### src/rtl/fpx_class_pkg.sv
package fpx_class_pkg;

    parameter int EXP_W_DEF = 15;
    parameter int MAN_W_DEF = 64;

    // Field summary; width independent so any exponent/significand split maps to it.
    typedef struct packed {
        logic sign;
        logic exp_zero;
        logic exp_ones;
        logic int_bit;
        logic frac_zero;
    } fpx_fields_t;

    typedef enum logic [2:0] {
        CLS_EMPTY  = 3'd0,
        CLS_ZERO   = 3'd1,
        CLS_DENORM = 3'd2,
        CLS_NORMAL = 3'd3,
        CLS_INF    = 3'd4,
        CLS_NAN    = 3'd5,
        CLS_UNSUP  = 3'd6
    } fpx_class_t;

    typedef struct packed {
        logic c3;
        logic c2;
        logic c1;
        logic c0;
    } fpx_cc_t;

    function automatic fpx_cc_t class_to_cc(input fpx_class_t cls, input logic sign);
        fpx_cc_t cc;
        cc.c1 = sign;
        case (cls)
            CLS_EMPTY:  {cc.c3, cc.c2, cc.c0} = 3'b101;
            CLS_ZERO:   {cc.c3, cc.c2, cc.c0} = 3'b100;
            CLS_DENORM: {cc.c3, cc.c2, cc.c0} = 3'b110;
            CLS_NORMAL: {cc.c3, cc.c2, cc.c0} = 3'b010;
            CLS_INF:    {cc.c3, cc.c2, cc.c0} = 3'b011;
            CLS_NAN:    {cc.c3, cc.c2, cc.c0} = 3'b001;
            default:    {cc.c3, cc.c2, cc.c0} = 3'b000;
        endcase
        return cc;
    endfunction

endpackage

### src/rtl/fpx_field_split.sv
module fpx_field_split
    import fpx_class_pkg::*;
#(
    parameter int EXP_W = EXP_W_DEF,
    parameter int MAN_W = MAN_W_DEF
) (
    input  logic [EXP_W+MAN_W:0] value,
    output fpx_fields_t          fields
);
    localparam int SIGN_POS = EXP_W + MAN_W;
    localparam int INT_POS  = MAN_W - 1;
    localparam int FRAC_W   = MAN_W - 1;

    logic [EXP_W-1:0]  exp_bits;
    logic [FRAC_W-1:0] frac_bits;

    assign exp_bits  = value[SIGN_POS-1:MAN_W];
    assign frac_bits = value[FRAC_W-1:0];

    always_comb begin
        fields.sign      = value[SIGN_POS];
        fields.exp_zero  = (exp_bits == '0);
        fields.exp_ones  = &exp_bits;
        fields.int_bit   = value[INT_POS];
        fields.frac_zero = (frac_bits == '0);
    end
endmodule

### src/rtl/fpx_class_decide.sv
module fpx_class_decide
    import fpx_class_pkg::*;
(
    input  logic        empty,
    input  fpx_fields_t fields,
    output fpx_class_t  cls
);
    always_comb begin
        if (empty) begin
            cls = CLS_EMPTY;
        end else if (fields.exp_zero) begin
            // exponent zero: zero only if the whole significand is clear
            if (!fields.int_bit && fields.frac_zero) cls = CLS_ZERO;
            else                                     cls = CLS_DENORM;
        end else if (!fields.int_bit) begin
            cls = CLS_UNSUP;
        end else if (fields.exp_ones) begin
            cls = fields.frac_zero ? CLS_INF : CLS_NAN;
        end else begin
            cls = CLS_NORMAL;
        end
    end
endmodule

### src/rtl/fpx_classifier.sv
module fpx_classifier
    import fpx_class_pkg::*;
#(
    parameter int EXP_W = EXP_W_DEF,
    parameter int MAN_W = MAN_W_DEF
) (
    input  logic                 clk,
    input  logic                 rst,
    input  logic                 in_valid,
    input  logic                 in_empty,
    input  logic [EXP_W+MAN_W:0] in_value,
    output logic                 out_valid,
    output logic [3:0]           out_cc
);
    localparam int SIGN_POS = EXP_W + MAN_W;

    fpx_fields_t fields;
    fpx_class_t  cls;
    fpx_cc_t     cc_next;
    fpx_cc_t     cc_q;

    fpx_field_split #(.EXP_W(EXP_W), .MAN_W(MAN_W)) u_split (
        .value  (in_value),
        .fields (fields)
    );

    fpx_class_decide u_decide (
        .empty  (in_empty),
        .fields (fields),
        .cls    (cls)
    );

    assign cc_next = class_to_cc(cls, fields.sign);

    always_ff @(posedge clk) begin
        if (rst) begin
            out_valid <= 1'b0;
            cc_q      <= '0;
        end else begin
            out_valid <= in_valid;
            if (in_valid) cc_q <= cc_next;
        end
    end

    assign out_cc = cc_q;

    AST_VALID_FOLLOWS: assert property (@(posedge clk) disable iff (rst)
        out_valid == $past(in_valid && !rst));

    AST_HOLD_IDLE: assert property (@(posedge clk) disable iff (rst)
        ($past(!in_valid) && $past(!rst)) |-> $stable(out_cc));

    AST_SIGN_TRACK: assert property (@(posedge clk) disable iff (rst)
        $past(in_valid && !rst) |-> out_cc[1] == $past(in_value[SIGN_POS]));

    AST_EMPTY_CODE: assert property (@(posedge clk) disable iff (rst)
        $past(in_valid && in_empty && !rst) |-> (out_cc[3] && !out_cc[2] && out_cc[0]));

    AST_NO_RESERVED_CODE: assert property (@(posedge clk) disable iff (rst)
        !(out_cc[3] && out_cc[2] && out_cc[0]));
endmodule

### config.mk
export PLATFORM = sky130hd
export DESIGN_NAME = fpx_classifier
export DESIGN_NICKNAME = d
export VERILOG_FILES = /design/src/rtl/fpx_class_pkg.sv /design/src/rtl/fpx_field_split.sv /design/src/rtl/fpx_class_decide.sv /design/src/rtl/fpx_classifier.sv
export SDC_FILE = /design/constraint.sdc
export NUM_CORES = 1
export LEC_CHECK = 0
export ABC_CLOCK_PERIOD_IN_PS = 1500
export BUFFER_PORTS_ARGS = -buffer_cell sky130_fd_sc_hd__buf_2
export CAP_MARGIN = 0
export CORE_MARGIN = 4
export CORE_UTILIZATION = 23
export DETAILED_ROUTE_END_ITERATION = 8
export PLACE_DENSITY = 0.78
export RECOVER_POWER = 25
export SKIP_LAST_GASP = 1
export SLEW_MARGIN = 20
export SYNTH_ARGS = -nofsm -noshare
export SYNTH_HDL_FRONTEND = slang
export SYNTH_SLANG_ARGS = --single-unit
### constraint.sdc
create_clock -name clk -period 1.5 [get_ports clk]
set_input_delay 0.225 -clock clk [delete_from_list [all_inputs] [get_ports clk]]
set_output_delay 0.225 -clock clk [all_outputs]
set_load 0.005 [all_outputs]
## Word-level counts from Yosys, hierarchy flattened

Cells that the tools add are included.

- Register bits: 5
- Output and inout port bits: 5
- Word-level logic and storage cells: 27
- Bits of input ports: 84

- Reduce and logical (&&, ||, !) cells: 9
- Mux-type cells: 8
- Eq/ne operators: 5

Operators by type and width:

| operator | number |
|---|---|
| $logic_not 63->1 | 1 |
| $logic_not 15->1 | 1 |
| $reduce_and 15->1 | 1 |
| $mux 3 | 4 |
| $eq 3x2->1 const B | 2 |
| $eq 3x3->1 const B | 2 |
| $pmux 2 s3 | 1 |
| $reduce_or 2->1 | 2 |
| $eq 3x1->1 const B | 1 |
| $logic_not 3->1 | 1 |
| $reduce_or 3->1 | 1 |
| $mux 1 | 2 |
| $mux 2 | 1 |
| $logic_and 1x1->1 | 1 |
| $logic_not 1->1 | 1 |

## Longest topological paths before layout

- Depth in word-level cells: 9
- Gate-level depth with buffers: 5
- Gate-level depth less buffers: 5

## Modules after synthesis

A second synthesis with hierarchy kept.

- Cells, all modules: 63
- Area, all modules: 466.7 µm²

By module, submodules not included:

| module | area an instance (µm²) | sequential area each (µm²) | instances | cells an instance |
|---|---|---|---|---|
| fpx_field_split | 220.2 | 0.0 | 1 | 33 |
| fpx_classifier | 196.4 | 100.1 | 1 | 21 |
| fpx_class_decide | 50.0 | 0.0 | 1 | 9 |

## Worst setup path before layout

OpenSTA, ideal clock, no wires.

- Kind: input to register
- Start point: input in_value[57]
- End point: register cc_q (netlist bit out_cc[2])
- Cell stages on the path: 5
- Setup slack: 0.215 ns
- Required time: 1.384 ns
- Path buffers: 0
- Setup time: 0.116 ns
- Data arrival time: 1.170 ns
- Cell sequence: nor4_1 -> nand4_1 -> nor4_2 -> o32ai_1 -> a31o_1

- Word-level cells in the longest chain between the ends: 9
- Elaborated cells between the ends (all ways): 16
- Those cells by class: eq/ne (4); mux (7); reduce/logical (5)

RTL lines:

| what | line | source |
|---|---|---|
| start: declaration | fpx_classifier.sv:11 | `input logic [EXP_W+MAN_W:0] in_value,` |
| $logic_not 63->1 (*) | fpx_field_split.sv:25 | `fields.frac_zero = (frac_bits == '0);` |
| $mux 1 | fpx_class_decide.sv:18 | `cls = fields.frac_zero ? CLS_INF : CLS_NAN;` |
| $mux 3 | fpx_class_decide.sv:17 | `end else if (fields.exp_ones) begin` |
| $mux 3 | fpx_class_decide.sv:15 | `end else if (!fields.int_bit) begin` |
| $mux 3 (*) | fpx_class_decide.sv:11 | `end else if (fields.exp_zero) begin` |
| $mux 3 (*) | fpx_class_decide.sv:9 | `if (empty) begin` |
| $eq 3x3->1 (tied with other cells) | fpx_class_pkg.sv:35 | `case (cls)` |
| $reduce_or 2->1 (no line) | n/a |  |
| $pmux 2 s3 (*) | fpx_class_pkg.sv:35 |  |
| end signal: assignment | fpx_classifier.sv:41 | `if (in_valid) cc_q <= cc_next;` |
| end: declaration | fpx_classifier.sv:20 | `fpx_cc_t cc_q;` |

Mark *: on every way between the ends. The rest lies on a longest branch, timed or not.
A chain may end at the register's enable or synchronous reset.

## Worst setup path in the final report

Ends and elaborated chain as after synthesis.

==> impl_metrics.toml <==
[logic_synthesis]
avgSynthCellArea_sq_um = 7.81
synth_top_area_frac = 0.272
yosys_warnings = 0
ys_ff_latch = 5
yosysTopAreaCell = "nor4_1"
synthXorXnorAreaFrac = 0
synth_top_family_by_area = "simple AND/OR/NAND/NOR gates"
synth_area_sq_um = 414
yosysMostFrequentCell = "nor4_1"
synth_mux_area_frac = 0.0242
synth_fa_ha_area_frac = 0
syn_nets = 137
synth_cell_type_count = 20
synthTopCellsByArea = "nor4_1 27%, dfxtp_1 24%, nand4_1 12%"
synth_ff_type = "dfxtp_1"
synthesis.instances = 53
synth_edf_count = 0
yosysSeqAreaShare = 0.242
synth-simple-area-share = 0.574
async_reset_ff_frac = 0
synth-compound-area-share = 0.124
yosys-top-cells-count = "18 x nor4_1, 8 x nand4_1, 5 x dfxtp_1, 4 x nor2_1"

[sta]
slew-limit-headroom = 0.704
finalClockSkew_ns = 0
rsz0062_at_grt = "false"
min_period_over_period = 0.839
hold_viol_final = 0
drv_slew = 0
setup_violations = 0
setup_ws_ns = 0.241
post-route-min-period_ns = 1.26
worstMarginPinSlew_ns = 0.440
timing.fmax_mhz = 795

[global_routing]
grt_first_pass_wirelength_microns = 3330
grt_usage = 0.166
antenna_found_initial = 0
grt_pass1_vias = 899
grt_overflow = 0
grt_max_degree = 10

[clocking]
cts_setup_buffers = 0
hold_buffers = 0
cts_root_buffer = "clkbuf_4"
clkTransAtPathRegs_ns = 0.04
htree_levels = 1
ctsLongestPathBuffers = 2
clock_latency_ns = 0.24
cts.repair.resized = 0
cts_tree = "done"
cts_buffers = 3
clkSinkCount = 5

[critical_path]
crit_path_end_kind = "register"
cp-start-kind = "input port"
cp.buffers_inverters = 1
slowest_delay_ns = 0.31
path_delay_family = "simple AND/OR/NAND/NOR gates"
cp_data_arrival_time_ns = 1.39
critical_path_class = "input port to register"
path_cells = "buf_2, nor4_1, nand4_1, nor4_2, o32ai_1, a31o_1"
critPathSlowestCell = "nor4_2"
cp.required_ns = 1.63
crit_fanout = 2

[outcome]
status = "finished, final reports clean"

[routing]
first_iter_violations = 18
final_antenna_net_count = 0
wire_per_inst_microns = 12.4
via_per_inst = 4.86
dr_total_vias = 821
remaining_drc_errors = 0
firstDrtPassIters = 5
routed_wl_microns = 2100

[placed_design]
io_buffers = 88
globalplace.congestion = 0.778
pre_cts_ws_ns = -0.0107
post_dp_cell_area_sq_um = 875
place_inst = 165

[layout]
fin_cells = 169
area_growth_syn_to_layout_pct = 117
drive_gt1_frac = 0.639
layout.nets = 229
nFillCells = 180
postLayoutCellArea_sq_um = 900
n_antenna_cell = 0

[floorplanning]
die_x_microns = 50.4
num_io_pins = 89
dieArea_sq_um = 2540
start_util = 0.242
core_area_sq_um = 1710
fp.dieH_microns = 50.4
core.rowCount = 15

[power_and_ir_drop]
p_leak_nw = 0.453
power.density_nw_per_um2 = 506
ir_drop_mv = 0.257

[job]
drv_cap = 0

[min_path]
hold_class = "input port to register"
[registers in the layout, indices dropped and copies added, names as in the netlist]
| signal | count |
|---|---|
| out_cc | 4 |
| out_valid | 1 |
[layout make-up]
type / count / area [sq um] / share of cell area
Inverter: 1 / 3.75 / 0.00417
Timing Repair Buffer: 88 / 439 / 0.488
Tap cell: 25 / 31.3 / 0.0348
Sequential cell: 5 / 100 / 0.111
Clock buffer: 4 / 26.3 / 0.0292
Multi-Input combinational cell: 46 / 299 / 0.332
[power breakdown]
part | switching, mW | internal [mW]
clock network | 0.0564 | 0.101
registers | 0.00379 | 0.141
logic | 0.0569 | 0.0958
[kinds of logic after synthesis]
logic type,count (synthesis)
AO/OA/AOI/OAI,7
buffers and inverters,2
AND/OR/NAND/NOR,38
flip-flops,5
multiplexers,1
[path summary, 6_finish.rpt]
path                     start   endpoint  slack (ns)  depth (start not counted)
setup / recovery  in_value[57]  out_cc[2]        0.24                          6
hold / removal             rst  out_cc[3]        0.23                          2
setup reg to reg     out_cc[2]  out_cc[2]        0.59                          3
hold reg to reg      out_cc[3]  out_cc[3]        0.49                          2
[routing by layer]
| metal | GRT usage | up-vias | wire, microns |
|---|---|---|---|
| met5 | 0 | - | 0 |
| li1 | - | 415 | - |
| met2 | 0.324 | 39 | 1200 |
| met4 | 0.0673 | 0 | 16 |
| met3 | 0.0593 | 2 | 185 |
| met1 | 0.154 | 365 | 689 |
[cells in the final DEF, fill, tap and decap left out, drive strengths merged, types with 2 or more instances in the layout]
cell type / instances
nor4: 20
nor2: 4
dfxtp: 5
buf: 87
clkbuf: 5
nor3: 2
nand4: 8
[per-stage QoR]
step	TNS [ns]	hold slack (ns)	power (mW)	utilization
2_1_floorplan	0	0.297	0.178	-
3_3_place_gp	0	0.458	0.293	0.512
3_5_place_dp	-0.0107	0.474	0.300	0.512
4_1_cts	0	0.215	0.462	0.527
5_1_grt	0	0.218	0.495	0.527
6_report	0	0.227	0.455	0.527
[worst reg2reg max path, stage by stage (launching register included)]
cell and delay, ns:
dfxtp_1 0.35, o21ai_0 0.08, o32ai_1 0.30, a31o_1 0.13
Power figures use the tool's default switching activity.
